--- src/rtl/mii_tx_pkg.sv ---
package mii_tx_pkg;
  typedef enum logic [1:0] {
    ST_IDLE = 2'd0,
    ST_PRE  = 2'd1,
    ST_DATA = 2'd2,
    ST_GAP  = 2'd3
  } tx_state_e;

  localparam int unsigned BYTE_W   = 8;
  localparam int unsigned NIB_W    = 4;
  localparam logic [7:0]  PRE_BYTE = 8'h55;
  localparam logic [7:0]  SFD_BYTE = 8'hD5;
endpackage

--- src/rtl/mii_tx_gap_timer.sv ---
module mii_tx_gap_timer #(
  parameter int unsigned GAP_CLKS = 24
) (
  input  logic clk,
  input  logic rst_n,
  input  logic start,
  output logic expired
);
  localparam int unsigned CW = $clog2(GAP_CLKS + 1);
  localparam logic [CW-1:0] LOAD = CW'(GAP_CLKS - 1);

  logic [CW-1:0] cnt_q;

  always_ff @(posedge clk) begin
    if (!rst_n)             cnt_q <= '0;
    else if (start)         cnt_q <= LOAD;
    else if (cnt_q != '0)   cnt_q <= cnt_q - 1'b1;
  end

  assign expired = (cnt_q == '0);
endmodule

--- src/rtl/mii_tx_shift.sv ---
module mii_tx_shift
  import mii_tx_pkg::*;
(
  input  logic              clk,
  input  logic              rst_n,
  input  logic              serial,
  input  logic              active,
  input  logic              load,
  input  logic [BYTE_W-1:0] load_byte,
  output logic              slot_last,
  output logic [NIB_W-1:0]  txd
);
  logic [BYTE_W-1:0] byte_q;
  logic [2:0]        pos_q;
  logic [NIB_W-1:0]  nib_sel;

  always_ff @(posedge clk) begin
    if (!rst_n) begin
      byte_q <= '0;
      pos_q  <= '0;
    end else if (load) begin
      byte_q <= load_byte;
      pos_q  <= '0;
    end else if (active) begin
      pos_q  <= pos_q + 3'd1;
    end
  end

  assign slot_last = serial ? (pos_q == 3'd7) : (pos_q[0] == 1'b1);

  always_comb begin
    if (serial)         nib_sel = {3'b000, byte_q[pos_q]};
    else if (pos_q[0])  nib_sel = byte_q[7:4];
    else                nib_sel = byte_q[3:0];
  end

  assign txd = active ? nib_sel : '0;
endmodule

--- src/rtl/mii_tx_ctrl.sv ---
module mii_tx_ctrl
  import mii_tx_pkg::*;
#(
  parameter int unsigned PRE_BYTES = 7
) (
  input  logic              clk,
  input  logic              rst_n,
  input  logic              serial_mode,
  input  logic              s_valid,
  input  logic [BYTE_W-1:0] s_data,
  input  logic              s_last,
  output logic              s_ready,
  input  logic              slot_last,
  input  logic              gap_expired,
  output logic              active,
  output logic              mode_q,
  output logic              load,
  output logic [BYTE_W-1:0] load_byte,
  output logic              gap_start,
  output logic              underrun
);
  localparam int unsigned PW = $clog2(PRE_BYTES + 1);
  localparam logic [PW-1:0] PRE_END = PW'(PRE_BYTES);

  tx_state_e     state_q, state_d;
  logic [PW-1:0] pre_q, pre_d;
  logic          last_q, last_d;
  logic          mode_d;
  logic          urun_d;
  logic          slot_end;
  logic          start_ok;

  assign active   = (state_q == ST_PRE) || (state_q == ST_DATA);
  assign slot_end = active && slot_last;
  assign start_ok = (state_q == ST_IDLE) || ((state_q == ST_GAP) && gap_expired);
  assign s_ready  = slot_end &&
                    (((state_q == ST_PRE) && (pre_q == PRE_END)) ||
                     ((state_q == ST_DATA) && !last_q));

  always_comb begin
    state_d   = state_q;
    pre_d     = pre_q;
    last_d    = last_q;
    mode_d    = mode_q;
    urun_d    = underrun;
    load      = 1'b0;
    load_byte = PRE_BYTE;
    gap_start = 1'b0;
    if (start_ok) begin
      if (s_valid) begin
        state_d = ST_PRE;
        pre_d   = '0;
        mode_d  = serial_mode;
        load    = 1'b1;
      end else begin
        state_d = ST_IDLE;
      end
    end else if (slot_end) begin
      if ((state_q == ST_PRE) && (pre_q != PRE_END)) begin
        pre_d     = pre_q + 1'b1;
        load      = 1'b1;
        load_byte = (pre_q == PRE_END - 1'b1) ? SFD_BYTE : PRE_BYTE;
      end else if ((state_q == ST_DATA) && last_q) begin
        state_d   = ST_GAP;
        gap_start = 1'b1;
      end else if (s_valid) begin
        state_d   = ST_DATA;
        last_d    = s_last;
        load      = 1'b1;
        load_byte = s_data;
      end else begin
        state_d   = ST_GAP;
        gap_start = 1'b1;
        urun_d    = 1'b1;
      end
    end
  end

  always_ff @(posedge clk) begin
    if (!rst_n) begin
      state_q  <= ST_IDLE;
      pre_q    <= '0;
      last_q   <= 1'b0;
      mode_q   <= 1'b0;
      underrun <= 1'b0;
    end else begin
      state_q  <= state_d;
      pre_q    <= pre_d;
      last_q   <= last_d;
      mode_q   <= mode_d;
      underrun <= urun_d;
    end
  end
endmodule

--- src/rtl/mii_tx_framer.sv ---
module mii_tx_framer
  import mii_tx_pkg::*;
#(
  parameter int unsigned GAP_CLKS  = 24,
  parameter int unsigned PRE_BYTES = 7
) (
  input  logic       clk,
  input  logic       rst_n,
  input  logic       serial_mode,
  input  logic       s_valid,
  input  logic [7:0] s_data,
  input  logic       s_last,
  output logic       s_ready,
  output logic       tx_en,
  output logic [3:0] txd,
  output logic       underrun
);
  logic              slot_last;
  logic              gap_expired;
  logic              mode_q;
  logic              load;
  logic [BYTE_W-1:0] load_byte;
  logic              gap_start;

  mii_tx_ctrl #(.PRE_BYTES(PRE_BYTES)) u_ctrl (
    .clk         (clk),
    .rst_n       (rst_n),
    .serial_mode (serial_mode),
    .s_valid     (s_valid),
    .s_data      (s_data),
    .s_last      (s_last),
    .s_ready     (s_ready),
    .slot_last   (slot_last),
    .gap_expired (gap_expired),
    .active      (tx_en),
    .mode_q      (mode_q),
    .load        (load),
    .load_byte   (load_byte),
    .gap_start   (gap_start),
    .underrun    (underrun)
  );

  mii_tx_shift u_shift (
    .clk       (clk),
    .rst_n     (rst_n),
    .serial    (mode_q),
    .active    (tx_en),
    .load      (load),
    .load_byte (load_byte),
    .slot_last (slot_last),
    .txd       (txd)
  );

  mii_tx_gap_timer #(.GAP_CLKS(GAP_CLKS)) u_gap (
    .clk     (clk),
    .rst_n   (rst_n),
    .start   (gap_start),
    .expired (gap_expired)
  );
endmodule

--- config.mk ---
export PLATFORM = sky130hd
export DESIGN_NAME = mii_tx_framer
export DESIGN_NICKNAME = d
export VERILOG_FILES = /design/src/rtl/mii_tx_pkg.sv /design/src/rtl/mii_tx_gap_timer.sv /design/src/rtl/mii_tx_shift.sv /design/src/rtl/mii_tx_ctrl.sv /design/src/rtl/mii_tx_framer.sv
export SDC_FILE = /design/constraint.sdc
export NUM_CORES = 1
export LEC_CHECK = 0
export BUFFER_PORTS_ARGS = -buffer_cell sky130_fd_sc_hd__buf_4
export CAP_MARGIN = 30
export CORE_MARGIN = 2
export CORE_UTILIZATION = 41
export DETAILED_ROUTE_END_ITERATION = 12
export SLEW_MARGIN = 20
export SYNTH_ARGS = -nofsm -noshare
export SYNTH_HDL_FRONTEND = slang
export SYNTH_HIERARCHICAL = 1
export SYNTH_SLANG_ARGS = --single-unit
--- constraint.sdc ---
create_clock -name clk -period 5.6 [get_ports clk]
set_input_delay 1.12 -clock clk [delete_from_list [all_inputs] [get_ports clk]]
set_output_delay 1.12 -clock clk [all_outputs]
set_load 0.02 [all_outputs]
* Word level (Yosys, flattened, before mapping) *
Cells that the tools add are included.

storage, ports and cells
  output and inout bits = 7
  register bits after elaboration = 24
  logic and storage cells = 85
  bits in writable memories = 0
  bits in read-only memories = 0
  input bits = 13
  memories kept = 0
  latch bits = 0

cells by class
  muxes and demuxes = 34
  shift-type cells = 0
  $mul = 0
  equal/unequal tests = 9
  div/mod/pow operators = 0
  $add $sub $neg = 3
  magnitude comparators = 1
  reductions and logical operators = 24
  bitwise logic cells = 5

operators with widths
  kind                                                  count
  two-way mux 8 bit                                     6
  two-way mux 1 bit                                     14
  two-way mux 3 bit                                     4
  two-way mux 4 bit                                     3
  two-way mux 5 bit                                     2
  AND reduction 5 bit                                   2
  equality test 3 bit (second input constant)           3
  two-way mux 2 bit                                     4
  logical AND 1 bit                                     7
  adder 3 x 1 -> 3 bit (second input constant)          2
  nonzero test 2 bit                                    3
  zero test 5 bit                                       1
  NOT 1 bit                                             5
  nonzero test 5 bit                                    1
  subtractor 5 x 1 -> 5 bit (second input constant)     1
  equality test 2 bit (second input constant)           2
  < comparator 3 x 4 -> 1 bit (second input constant)   1
  AND reduction 2 bit                                   2
  OR reduction 2 bit                                    2
  binary-select mux 1 bit (select 3 bit)                1
  logical OR 1 bit                                      3
  inequality test 3 bit (second input constant)         1
  AND reduction 3 bit                                   1
  equality test 2 x 1 -> 1 bit (second input constant)  1
  other kinds (4)                                       4

* Longest topological paths before layout *
Gate-level depths: netlist of the first run.

  depth after elaboration = 7
  mapped depth = 10
  mapped depth without buffers = 9

* Cells and area by module *
Netlist of the first run, hierarchy kept.

by module, submodules not included
  module            times used  area each (µm²)  cells each  seq. area each (µm²)
  mii_tx_shift      1           583.1            55          220.2
  mii_tx_ctrl       1           565.5            72          160.2
  mii_tx_gap_timer  1           241.5            22          100.1

* Least setup slack after synthesis of the first run *
OpenSTA, ideal clock, no wires.

  path type = register -> output
  start point = register u_ctrl.state_q[0]
  end point = output s_ready
  setup slack = 2983 ps
  data required time = 4480 ps
  path buffers = 0
  cell stages (with the launch flop) = 5
  arrival time = 1497 ps
  cell sequence = dfxtp_1 inv_1 ha_1 nand2_1 a21oi_1

between the ends
  cells in the longest elaborated chain, start to end = 4
  elaborated cells between the ends (all ways) = 8
  those cells by class = 2 x eq/ne; 6 x reduce/logical

ends and longest elaborated chain
  element                                                                     line                 source
  start, declared                                                             mii_tx_ctrl.sv:25    tx_state_e state_q, state_d;
  start signal, assigned                                                      mii_tx_ctrl.sv:87    state_q <= state_d;
  equality test 2 x 1 -> 1 bit / equality test 2 bit (equally long branches)  mii_tx_ctrl.sv:33    assign active = (state_q == ST_PRE) || (state_q == ST_DATA);
  logical OR 1 bit (*)                                                        mii_tx_ctrl.sv:33
  net tx_en                                                                   mii_tx_framer.sv:14  output logic tx_en,
  logical AND 1 bit (*)                                                       mii_tx_ctrl.sv:34    assign slot_end = active && slot_last;
  logical AND 1 bit (*)                                                       mii_tx_ctrl.sv:36    assign s_ready = slot_end &&
  end, declared                                                               mii_tx_framer.sv:13  output logic s_ready,

The timed path passes the listed nets; every way through them passes the cells marked *.

* Worst setup path after layout of the first run *
  start point = register u_shift.pos_q[0]
  end point = output txd[0]

between the ends
  cells in the longest elaborated chain, start to end = 4
  elaborated cells between the ends (all ways) = 5
  those cells by class = 5 x mux

ends and longest elaborated chain
  element                                  line                 source
  start, declared                          mii_tx_shift.sv:14   logic [2:0] pos_q;
  start signal, assigned                   mii_tx_shift.sv:25   pos_q <= pos_q + 3'd1;
  binary-select mux 1 bit (select 3 bit)   mii_tx_shift.sv:32   if (serial) nib_sel = {3'b000, byte_q[pos_q]};
  two-way mux 1 bit (implied by the code)  mii_tx_shift.sv:32
  two-way mux 4 bit (*)                    mii_tx_shift.sv:32
  two-way mux 4 bit (*)                    mii_tx_shift.sv:37   assign txd = active ? nib_sel : '0;
  end, declared                            mii_tx_framer.sv:15  output logic [3:0] txd,

Every way passes the cells marked *; elsewhere a longest branch is shown, timed or not. The select of a mux whose other input is x is not followed.

==> metrics.cfg, run 1 <==
[global_routing]
grt_max_degree = 26
grt_pass1_vias = 1120
grt_usage = 0.159
grt_pass1_wl_um = 5040
antenna_found_initial = 0
grt_overflow = 0

[floorplanning]
num_rows = 21
initial_core_util = 0.423
die_area_um2 = 3870
core_area_um2 = 3280
die_h_um = 62.2
die_w_um = 62.2
pin_count = 20

[detailed_routing]
drt-vias-per-instance = 5.11
routed_wirelength_um = 2880
postRouteAntennaNets = 0
drt_iter0_drc = 42
drt-wirelength-per-cell_um = 13.4
num_vias = 1099
firstDrtPassIters = 4
route.detailed.drc = 0

[clocking]
path_clk_slew_ns = 0.13
cts.htree.levels = 1
clock_path_buffers = 2
cts_tree = done
cts_buffers = 3
cts_hold_buf = 0
ctsResizeCount = 0
postCtsSetupBuffers = 0
root_buffer = clkbuf_4
clock-sinks = 24
clk_latency_ns = 0.30

[synth]
syn-num-nets = 172
synth_top_family_by_area = simple AND/OR/NAND/NOR gates
synthSimpleGateAreaFrac = 0.249
syn-cell-area_um2 = 1390
synth_ff_type = dfxtp_1
yosysWarnings = 6
muxShareOfSynthArea = 0.157
synth_compound_area_frac = 0.112
yosysUniqueCellTypes = 34
netlist.area_leader.share = 0.346
synth_edf_count = 0
async_flop_share = 0
seq_area_frac_synth = 0.346
yosysTopAreaCell = dfxtp_1
synth_fa_ha_area_frac = 0.0900
synth_cells = 149
yosys-top-cells-area = dfxtp_1 (35%), mux2i_1 (11%), ha_1 (9.0%), nor2b_1 (5.0%), mux2_2 (3.2%)
synth_seq_cells = 24
synth_area_per_cell_um2 = 9.33
synth_xor_area_frac = 0.0189

[sta]
finalSetupTns_ns = 0
hold_viol = 0
skew_ns = 0.00454
final_max_slew_viol_count = 0
timing.fmax_ghz = 0.326
period_needed_ns = 3.07
rsz0062_at_grt = no
setup_viol = 0
maxSlewHeadroom = 0.556
tightest_slew_ns = 0.662
timing.final.crit_share = 0.548

[final_layout]
fin_area_um2 = 1600
most-common-layout-cells = dfxtp_1 (24), buf_4 (20), mux2i_1 (15), nor2_1 (12), nor2b_1 (11)
num_antenna_cells = 0
drive_above_1_share = 0.213
synthToLayoutAreaGrowth_pct = 15.1
final_common_cell = dfxtp_1
final_nets = 194
fin_util = 0.487

[worst_setup_path]
critical_path_class = register to output pin
startpoint_type = register
worstPathArrival_ns = 1.95
cp-end-kind = output pin
cpMaxStageDelayCell = dfxtp_1
worst_path_largest_cell_delay_ns = 0.63
crit_required_ns = 4.48
worstPathCellList = mux4_2 -> a22oi_1 -> a31oi_1 -> buf_4
cp_max_fo = 10

[power_and_ir_drop]
powerDensity_nw_per_um2 = 250
peakVddDrop_mv = 0.113
total_leakage_power_uw = 0.000644
p_total_uw = 400

[placed_design]
hpwl_um = 2220
place_congestion = 0.814
placed_area_um2 = 1580
portBuffers = 19

[flow_run]
drv_cap = 0

[hold_path]
holdCritPathClass = register to register

[status]
status = completed

==> per-stage QoR <==
step | hold WS [ns] | worst slack, ns | std cells
after floorplan | 0.456 | 2.98 | 149
after global placement | 0.474 | 2.94 | 212
after detailed placement | 0.490 | 2.89 | 212
after CTS | 0.509 | 2.53 | 215
after global routing | 0.540 | 2.38 | 215
final | 0.505 | 2.53 | 215
==> synth_stat cells (2+ instances only) <==
cell type and number:
nand2b_1 4, and3_1 4, a21oi_1 6, inv_1 5
mux2i_1 15, o21ai_0 4, nand4_1 3, xnor2_1 3
o21a_1 4, nor2_1 12, dfxtp_1 24, or3_2 4
nand3_1 4, nor2b_1 11, ha_1 10, nor3_1 2
a21boi_0 4, mux2_2 4, a31oi_1 2, nand2_1 10
==> sequential cells by signal, summed over array words and instances (netlist names) <==
name             count
u_shift/byte_q       8
u_ctrl/mode_q        1
u_ctrl/pre_q         3
u_ctrl/state_q       2
u_ctrl/last_q        1
u_shift/pos_q        3
u_gap/cnt_q          5
u_ctrl/underrun      1
==> critical path, delay by kind of cell, from the launching register on <==
family | cells | cell delay (ns)
DFF | 1 | 0.63
buffers and inverters | 1 | 0.17
AOI/OAI and AO/OA | 2 | 0.29
muxes | 1 | 0.56
==> where the power goes <==
part | internal [uW] | switching (uW)
Clock | 25.1 | 48.4
Sequential | 187 | 18.2
Combinational | 66.4 | 54.5
==> cell type report <==
type	count	area (um^2)
clock buffer	3	22.5
fill	342	1680
inverter	5	18.8
multi-input combinational	117	871
sequential	24	480
tap	46	57.6
timing repair buffer	20	150
==> routing by layer <==
layer  GRT usage  up-vias  share of wire
met2       0.270       20           0.47
met1       0.210      505           0.48
li1            -      572              -
met4      0.0417        0         0.0056
met5           0        -              0
met3      0.0272        2          0.040
==> worst paths after layout <==
path                                               startpoint                              to  slack, ns  cells past startpoint
worst max register to register    u_gap/cnt_q[0]$_SDFFE_PN0P_  u_shift/byte_q[4]$_SDFFE_PN0P_       3.22                     10
worst min-delay path               u_ctrl/last_q$_SDFFE_PN0P_      u_ctrl/last_q$_SDFFE_PN0P_       0.50                      2
worst max-delay path            u_shift/pos_q[0]$_SDFFE_PP0P_                          txd[0]       2.53                      4
worst min register to register     u_ctrl/last_q$_SDFFE_PN0P_      u_ctrl/last_q$_SDFFE_PN0P_       0.50                      2
==> cell families (layout without fill, tap and decap cells) <==
group | Yosys count | after routing
flip-flops | 24 | 24
adder cells (fa/ha/maj) | 10 | 10
XOR/XNOR | 3 | 3
AND/OR/NAND/NOR | 60 | 60
multiplexers | 20 | 20
buffers and inverters | 8 | 28
AO/OA/AOI/OAI | 24 | 24
(Power assumes the default switching activity.)
==> run 2, diff against run 1 <==
Clock period 5.6 ns to 2.6 ns, I/O delays scaled along.
==> run 2 against run 1 <==
Highest routed layer unchanged. First-iteration DRC count rose by 4.8%. Sequential share of layout area is 1.0 points lower. Flip-flop and latch count unchanged. Clock-buffer cell count stayed put. Sequential power rose by 120%. Setup slack lost 2.2 ns. Clock power increased to 3.7 times the previous value. Critical path depth up 1. Non-clock buffer count increased by 3. Die area did not move. Combinational power grew 120%. Critical endpoint is now s_ready. Utilization grew 1.7 points.
==> metrics.cfg, run 2 (synthesis gave the netlist of run 1 again) <==
[status]
status = completed

[global_routing]
use_met1 = 0.195  ; -0.0145
grt_pass1_vias = 1177  ; +5.1%
grt_pass1_wl_um = 5150  ; +2.2%
grt_overflow = 0  ; unchanged
grt_max_degree = 26  ; unchanged
grt_most_used_layer = met2
antenna_found_initial = 0  ; unchanged
grt_util_met3 = 0.0308  ; +0.00362
grt_util_met2 = 0.291  ; +0.0204
grt_usage = 0.167  ; +0.00813

[clocking]
clk_latency_ns = 0.32  ; +0.02 ns
cts_tree = done
cts.htree.levels = 1  ; unchanged
clock-sinks = 24  ; unchanged
clock_path_buffers = 2  ; unchanged
root_buffer = clkbuf_4
path_clk_slew_ns = 0.13  ; about the same
postCtsSetupBuffers = 0  ; unchanged
cts_buffers = 3  ; unchanged

[final_layout]
final_cells = 219  ; +1.9%
drive_above_1_share = 0.237  ; +0.0240
synthToLayoutAreaGrowth_pct = 19.1
num_antenna_cells = 0  ; unchanged
largest_reg_flops = 8  ; unchanged
top_register = u_shift/byte_q
final_common_cell = dfxtp_1
fin_area_um2 = 1660  ; +3.4%
final_nets = 197  ; +1.5%
largestRegisters = u_shift/byte_q (8), u_gap/cnt_q (5)
most-common-layout-cells = dfxtp_1 (24), buf_4 (23), mux2i_1 (15), nor2_1 (12), nor2b_1 (11)

[worst_setup_path]
critical_path_class = register to output pin
reg2reg_to = u_shift/byte_q[0]$_SDFFE_PN0P_
worst_path_largest_cell_delay_ns = 0.46  ; -0.17 ns
cp-end-kind = output pin
worstPathCellList = inv_1 -> ha_2 -> nand2_1 -> a21oi_1 -> buf_4
cpMaxStageDelayCell = ha_2
worstPathArrival_ns = 1.80  ; -0.15 ns
cp_top_family = adder cells
r2r-start = u_gap/cnt_q[0]$_SDFFE_PN0P_
crit_start = u_ctrl/state_q[0]$_SDFFE_PN0P_
r2r_slack_ns = 0.47  ; -2.75 ns
crit_cells = 5  ; +1
startpoint_type = register
worst-path-buf-inv = 2  ; +1
cp_max_fo = 9  ; -1
crit_required_ns = 2.08  ; -2.40 ns
endpoint = s_ready
worst_r2r_path_depth = 9  ; -1

[sta]
maxSlewHeadroom = 0.721  ; +0.165
timing.fmax_ghz = 0.431
hold_viol = 0  ; unchanged
final_max_slew_viol_count = 0  ; unchanged
setup_viol = 0  ; unchanged
tightest_slew_ns = 0.416  ; -0.246 ns
period_needed_ns = 2.32
finalSetupTns_ns = 0  ; unchanged
rsz0062_at_grt = no
skew_ns = 0.00644  ; +0.00190 ns
timing.final.crit_share = 0.892

[detailed_routing]
route.detailed.drc = 0  ; unchanged
drt_iter0_drc = 44  ; +4.8%
routed_wirelength_um = 2860  ; -0.59%
drt-wirelength-per-cell_um = 13.1  ; -2.4%
postRouteAntennaNets = 0  ; unchanged
firstDrtPassIters = 4  ; unchanged
drt-vias-per-instance = 5.12  ; +0.23%
num_vias = 1122  ; +2.1%

[flow_run]
drv_cap = 0  ; unchanged

[floorplanning]
pin_count = 20  ; unchanged
die_area_um2 = 3870  ; unchanged
die_h_um = 62.2  ; unchanged
die_w_um = 62.2  ; unchanged
core_area_um2 = 3280  ; unchanged
initial_core_util = 0.423  ; unchanged
num_rows = 21  ; unchanged

[placed_design]
placed_area_um2 = 1600  ; +1.4%
hpwl_um = 2250  ; +1.0%
portBuffers = 19  ; unchanged
place_congestion = 0.840  ; +3.2%
dp.cells = 215  ; +1.4%

[hold_path]
holdCritPathClass = input pin to register

[power_and_ir_drop]
total_leakage_power_uw = 0.000673  ; +4.5%
peakVddDrop_mv = 0.264  ; +130%
p_total_uw = 983  ; +150%
powerDensity_nw_per_um2 = 594  ; +140%

## run 2: changes by cell type in the layout (fill, tap and decap cells not counted)
cell	before	now
ha_1	10	9
buf_4	20	23
ha_2	0	1
bufinv_16	0	1
## run 2: what timing repair did
item	in CTS	in global routing
resized for setup	0	1
endpoints found under the setup margin	0	1
hold buffers	0	0
## run 2: worst reg2reg max path: cells and delay by family, from the launching register on
family / cells / cell delay, ns
AND/OR/NAND/NOR: 4 / 0.87
flip-flops: 1 / 0.39
multiplexers: 1 / 0.15
buffers and inverters: 2 / 0.22
adder cells (fa/ha/maj): 1 / 0.23
AO/OA/AOI/OAI: 1 / 0.17
## run 2: worst min path at each step
stage | depth (start not counted) | slack [ns] | endpoint | start
final | 3 | 0.44 | u_ctrl/last_q$_SDFFE_PN0P_ | s_last
after global routing | 3 | 0.45 | u_ctrl/mode_q$_SDFFE_PN0P_ | serial_mode
after CTS | 3 | 0.43 | u_ctrl/last_q$_SDFFE_PN0P_ | s_last
after detailed placement | 2 | 0.48 | u_ctrl/last_q$_SDFFE_PN0P_ | u_ctrl/last_q$_SDFFE_PN0P_
after global placement | 2 | 0.48 | u_ctrl/last_q$_SDFFE_PN0P_ | u_ctrl/last_q$_SDFFE_PN0P_
after floorplan | 2 | 0.46 | u_ctrl/last_q$_SDFFE_PN0P_ | u_ctrl/last_q$_SDFFE_PN0P_
## run 2: cell type report
cell class / instances / area (um^2)
clock buffer: 3 / 22.5
clock inverter: 1 / 30.0
fill: 330 / 1630
inverter: 5 / 18.8
multi-input combinational: 117 / 873
sequential: 24 / 480
tap: 46 / 57.6
timing repair buffer: 23 / 173
## run 2: per-stage QoR
stage	util	hold WS, ns	worst slack (ns)
6_report	0.504	0.440	0.280
5_1_grt	0.504	0.450	0.124
4_1_cts	0.503	0.430	0.163
3_5_place_dp	0.487	0.481	0.447
3_3_place_gp	0.487	0.477	0.444
2_1_floorplan	-	0.456	0.552
## run 2: layer usage
metal  part of all wire  up-vias
met5                  0        -
met4              0.025        0
met3              0.038        7
met2               0.49       23
met1               0.44      516
li1                   -      576
## run 2: report_power, final
group / switching, uW / internal, uW
Combinational: 125 / 147
Clock: 115 / 156
Sequential: 37.7 / 403
